===== src/rtl/irq_prio_ctrl.sv =====
module irq_prio_ctrl #(
  parameter int NLVL = 16,
  parameter int NUSR = 6,
  parameter int NIOL = 2
) (
  input  logic            clk,
  input  logic            rst_n,
  input  logic            pwrdn_in,
  input  logic [NUSR-1:0] usr_in,
  input  logic [NIOL-1:0] iol_in,
  input  logic [NLVL-1:0] int_set,
  input  logic            edge_mode,
  input  logic            mask_we,
  input  logic [NLVL-1:0] mask_wdata,
  input  logic            glob_en,
  input  logic            ack,
  input  logic            con_req_n,
  input  logic            instr_done,
  output logic            irq_req,
  output logic [$clog2(NLVL)-1:0] irq_vec,
  output logic            con_go
);
  localparam int NLINE = 1 + NUSR + NIOL;
  localparam int NEDGE = 1 + NUSR;
  localparam int VW    = $clog2(NLVL);

  logic [NLINE-1:0] s1, s2, s3, rise, hw_set;
  logic [NLVL-1:0]  pend_q, mask_q, elig, clr, set_vec;
  logic             c1, c2;

  always_ff @(posedge clk or negedge rst_n)
    if (!rst_n) begin
      s1 <= '0; s2 <= '0; s3 <= '0;
    end else begin
      s1 <= {iol_in, usr_in, pwrdn_in};
      s2 <= s1;
      s3 <= s2;
    end

  assign rise = s2 & ~s3;

  for (genvar g = 0; g < NLINE; g++) begin : g_line
    if (g < NEDGE) begin : g_sel
      assign hw_set[g] = edge_mode ? rise[g] : s2[g];
    end else begin : g_lvl
      assign hw_set[g] = s2[g];
    end
  end

  assign set_vec = int_set | {{(NLVL-NLINE){1'b0}}, hw_set};
  assign elig    = pend_q & ((glob_en ? ~mask_q : '0) | NLVL'(1));

  always_comb begin
    irq_vec = '0;
    for (int i = NLVL-1; i >= 0; i--)
      if (elig[i]) irq_vec = VW'(i);
  end

  assign irq_req = |elig;
  assign clr     = (irq_req && ack) ? (NLVL'(1) << irq_vec) : '0;

  always_ff @(posedge clk or negedge rst_n)
    if (!rst_n) begin
      pend_q <= '0;
      mask_q <= '0;
    end else begin
      pend_q <= (pend_q & ~clr) | set_vec;
      if (mask_we) mask_q <= mask_wdata;
    end

  always_ff @(posedge clk or negedge rst_n)
    if (!rst_n) begin
      c1 <= 1'b1; c2 <= 1'b1;
    end else begin
      c1 <= con_req_n;
      c2 <= c1;
    end

  assign con_go = ~c2 & instr_done;
endmodule


===== config.mk =====
export PLATFORM = sky130hd
export DESIGN_NAME = irq_prio_ctrl
export DESIGN_NICKNAME = d
export VERILOG_FILES = /design/src/rtl/irq_prio_ctrl.sv
export SDC_FILE = /design/constraint.sdc
export NUM_CORES = 1
export LEC_CHECK = 0
export ABC_AREA = 1
export BUFFER_PORTS_ARGS = -buffer_cell sky130_fd_sc_hd__buf_4
export CELL_PAD_IN_SITES_DETAIL_PLACEMENT = 1
export CELL_PAD_IN_SITES_GLOBAL_PLACEMENT = 1
export CORE_MARGIN = 4
export CORE_UTILIZATION = 43
export CTS_BUF_LIST = sky130_fd_sc_hd__clkbuf_16
export DETAILED_ROUTE_END_ITERATION = 10
export PLACE_DENSITY_LB_ADDON = 0.08
export SKIP_CTS_REPAIR_TIMING = 1
export SYNTH_ARGS = -nofsm -noshare
export SYNTH_HDL_FRONTEND = slang
export SYNTH_SLANG_ARGS = --single-unit

===== constraint.sdc =====
create_clock -name clk -period 4.7 [get_ports clk]
set_input_delay 0.94 -clock clk [delete_from_list [all_inputs] [get_ports clk]]
set_output_delay 0.94 -clock clk [all_outputs]
set_load 0.03 [all_outputs]

Word-level counts from Yosys, hierarchy flattened
Cells that the tools add are included.

Word-level logic and storage cells: 45. Register bits after elaboration: 59. Output and inout port bits: 6.

Bitwise logic cells: 10. Shift operators: 1. Mux-type cells: 25. Reductions and logical operators: 2.

Operator list (number): $mux 4 (16); $and 16x16->16 (2); $mux 16 (2); $not 16->16 (2); $or 16x16->16 (1); $or 16x9->16 (1); $reduce_or 16->1 (1); $shl 1x4->16 const A (1); $and 7x7->7 (1); $mux 1 (7); $not 7->7 (1); $and 1x1->1 (1); $logic_and 1x1->1 (1); $not 1->1 (1).

Logic depth before layout (Yosys ltp)
Depth in word-level cells: 24. Mapped depth: 20. Mapped depth without buffers: 20.

Worst setup path after synthesis
No wires, ideal clock.

Path kind: in2out. From: input glob_en. To: output irq_vec[0]. Stages on the path: 18. Buffers on the path: 1. Arrival: 2090 ps. Setup slack: 1670 ps. Cell sequence: buf_6 > nand3_2 > nand2_1 > nand2_1 > nand2_1 > nand2_1 > nand2_1 > nand2_1 > nand2_1 > nand2_1 > nand2_1 > nand2_1 > nand2_1 > nand2_1 > nand2_2 > nand2_4 > nand2_4 > inv_1.

Word-level cells in the longest chain between the ends: 18.

RTL lines: from (decl) (RTL line 15) `input logic glob_en,`; $mux 16 (*) (RTL line 51) `assign elig = pend_q & ((glob_en ? ~mask_q : '0) | NLVL'(1));`; $and 16x16->16 (*) (RTL line 51); $mux 4 (14 in series) (RTL line 56) `if (elig[i]) irq_vec = VW'(i);`; $mux 4 (*) (2 in series) (RTL line 56); to (decl) (RTL line 20) `output logic [$clog2(NLVL)-1:0] irq_vec,`.

Mark *: on every way between the ends. The rest lies on a longest branch, timed or not.

Worst setup path in the final report
Same ends and word-level chain as after synthesis.

==> flow_metrics.tcl <==
set metrics [dict create \
    vdd_drop_max_mv 0.2379 \
    drc 0 \
    die_area_um2 6888 \
    slew_viol_final 0 \
    boundaryPins 55 \
    ys_seq_area_share_pct 60.11 \
    clock-sinks 58 \
    coreArea_um2 5473 \
    nets 355 \
    final_common_cell "nand2_1" \
    r2r_start "pend_q[15]$_DFF_PN0_" \
    stdcell_count 383 \
    syn_area_per_cell_um2 9.832 \
    seq_area_um2 1454 \
    max-cap-violations 0 \
    p_per_area_nw_per_um2 407.3 \
    area_growth_pct 31.09 \
    timing.final.crit_share_pct 72.86 \
    timing.final.ws_setup_ps 1275 \
    n_fill_cell 645 \
    synth_nets 295 \
    cts.clk_slew.worst_paths_ps 50 \
    cts-root-buf "clkbuf_16" \
    drive_above_1_share_pct 33.76 \
    grt.total_usage_pct 17.71 \
    clock_path_buffers 2 \
    worstPathArrival_ps 2480 \
    core.rowCount 27 \
    power.total_mw 1.291 \
    die_x_um 83.00 \
    synth_seq_cells 58 \
    start_util_pct 44.19 \
    dp_slack_ps 1331 \
    wire_per_inst_um 14.36 \
    vias_per_cell 4.854 \
    grt_pass1_wl_um 9556 \
    hold_path.class "flip-flop to flip-flop" \
    diodes 0 \
    worst_slew_pin_slew_ps 718.9 \
    critical_path.endpoint_type "output pin" \
    hold_viol 0 \
    synth_top_cell_by_area "dfrtp_1" \
    vias 1859 \
    die_y_um 83.00 \
    grt_pass1_vias 2029 \
    p_leak_nw 1.601 \
    clk_latency_ps 320 \
    place.detailed.hpwl_um 3884 \
    overflow 0 \
    synth_area_um2 2419 \
    crit_start "glob_en" \
    totalWireLength_um 5500 \
    cp-start-kind "input port" \
    min_from "s1[0]$_DFF_PN0_" \
    max_freq_mhz 292.0 \
    grt_antenna_before_repair 0 \
    layout_common_cells "nand2_1, dfrtp_1, buf_4" \
    fin_setup_tns_ps 0 \
    fin_skew_ps 3.191 \
    drt_first_iter_violations 53 \
    busiest_layer "met2" \
    grt_max_degree 59 \
    rsz0062_at_grt "false" \
    synth.area.top_cells "dfrtp_1, nand2_1, inv_1" \
    ys_types 27 \
    multiInputGateArea_um2 778.2 \
    stdcell_area_um2 3171 \
    dr.pass1.iters 4 \
    synth_warnings 0 \
    ant_nets 0 \
    port_buffers 53 \
    dpl.cell_count 367 \
    htree_levels 3 \
    slew_headroom_pct 52.07 \
    use_met3_pct 5.258 \
    post_dp_cell_area_um2 2884 \
    setup_viol 0 \
    critical_path_required_ps 3760 \
    status "completed" \
    tritoncts "built" \
    synth_top_area_share_pct 57.94 \
    cts_buffers 9 \
    synth_cells 246 \
    period_minus_slack_ps 3425 \
    cp_max_fo 11 \
    critPathKind "input port to output pin" \
    use_met2_pct 28.64 \
    place_congestion 0.7941 \
    grt_use_met1_pct 21.47 \
]
## critical path, stage by stage
cell and delay [ps]:
buf_4 190, nand2_1 110, nor2_1 110, nand2_1 60, nand2_1 60, nand2_1 50
nand2_1 50, nand2_1 50, nand2_1 50, nand2_1 40, nand2_1 60, nand2_1 40
nand2_1 50, nand2_1 40, nand2_1 70, nand2_2 70, nand2_4 90, nand2_4 90
inv_1 90, buf_4 160
## final timing paths
| check | to | slack, ps | depth (start not counted) |
|---|---|---|---|
| worst min register to register | s2[0]$_DFF_PN0_ | 350 | 0 |
| worst max register to register | pend_q[5]$_DFF_PN0_ | 2810 | 19 |
| worst max-delay path | irq_vec[0] | 1280 | 20 |
| max in group asynchronous | pend_q[14]$_DFF_PN0_ | 3540 | 1 |
| worst min-delay path | s2[0]$_DFF_PN0_ | 350 | 0 |
| min in group asynchronous | s3[6]$_DFF_PN0_ | 670 | 1 |
## cells by family (layout without fill, tap and decap cells)
group,count (synthesis),after routing,share of synthesized area [%]
and+or+nand+nor,106,106,22.19
muxes,6,6,2.793
DFF,58,58,60.11
AOI/OAI and AO/OA,29,29,7.191
buffers and inverters,47,112,7.708
## layer usage
metal  part of all wire (%)  vias up
met5                      0        -
met4                    2.3        0
met3                    5.3       11
met2                     49       43
met1                     43      906
li1                       -      899
## area by class of cell
class                           instances  area share (%)
Sequential cell                        58           45.86
Multi-Input combinational cell        141           24.55
Timing Repair Buffer                   53           12.55
Clock buffer                            9           7.103
Inverter                               43           5.170
Tap cell                               72           2.841
Clock inverter                          7           1.934
## report_power, final
part	switching [mW]	internal [mW]	leakage [nW]
Clock	0.217	0.403	0.148
Combinational	0.0780	0.0562	0.820
Sequential	0.0111	0.526	0.633
Total	0.306	0.986	1.60
## metrics by stage
step | hold slack [ps] | utilization (%)
after floorplan | 331.2 | -
after detailed placement | 335.8 | 52.70
after global placement | 331.9 | 52.70
after CTS | 351.8 | 57.93
final | 350.1 | 57.93
after global routing | 354.3 | 57.93
## cells in the mapped netlist, drive strengths merged
cell	instances
dfrtp	56
inv	43
buf	1
nand4	12
dfstp	2
a31oi	1
a21oi	8
clkbuf	3
nand3	9
nor3	7
o21ai	12
nor2	13
nand2	65
o21bai	8
mux2	6
## registers in the layout, summed over array words and instances, names as in the netlist
| name | cells |
|---|---|
| mask_q | 15 |
| s2 | 9 |
| s1 | 9 |
| c1 | 1 |
| s3 | 7 |
| pend_q | 16 |
| c2 | 1 |
Note: power is estimated with default switching activity, not from simulation.
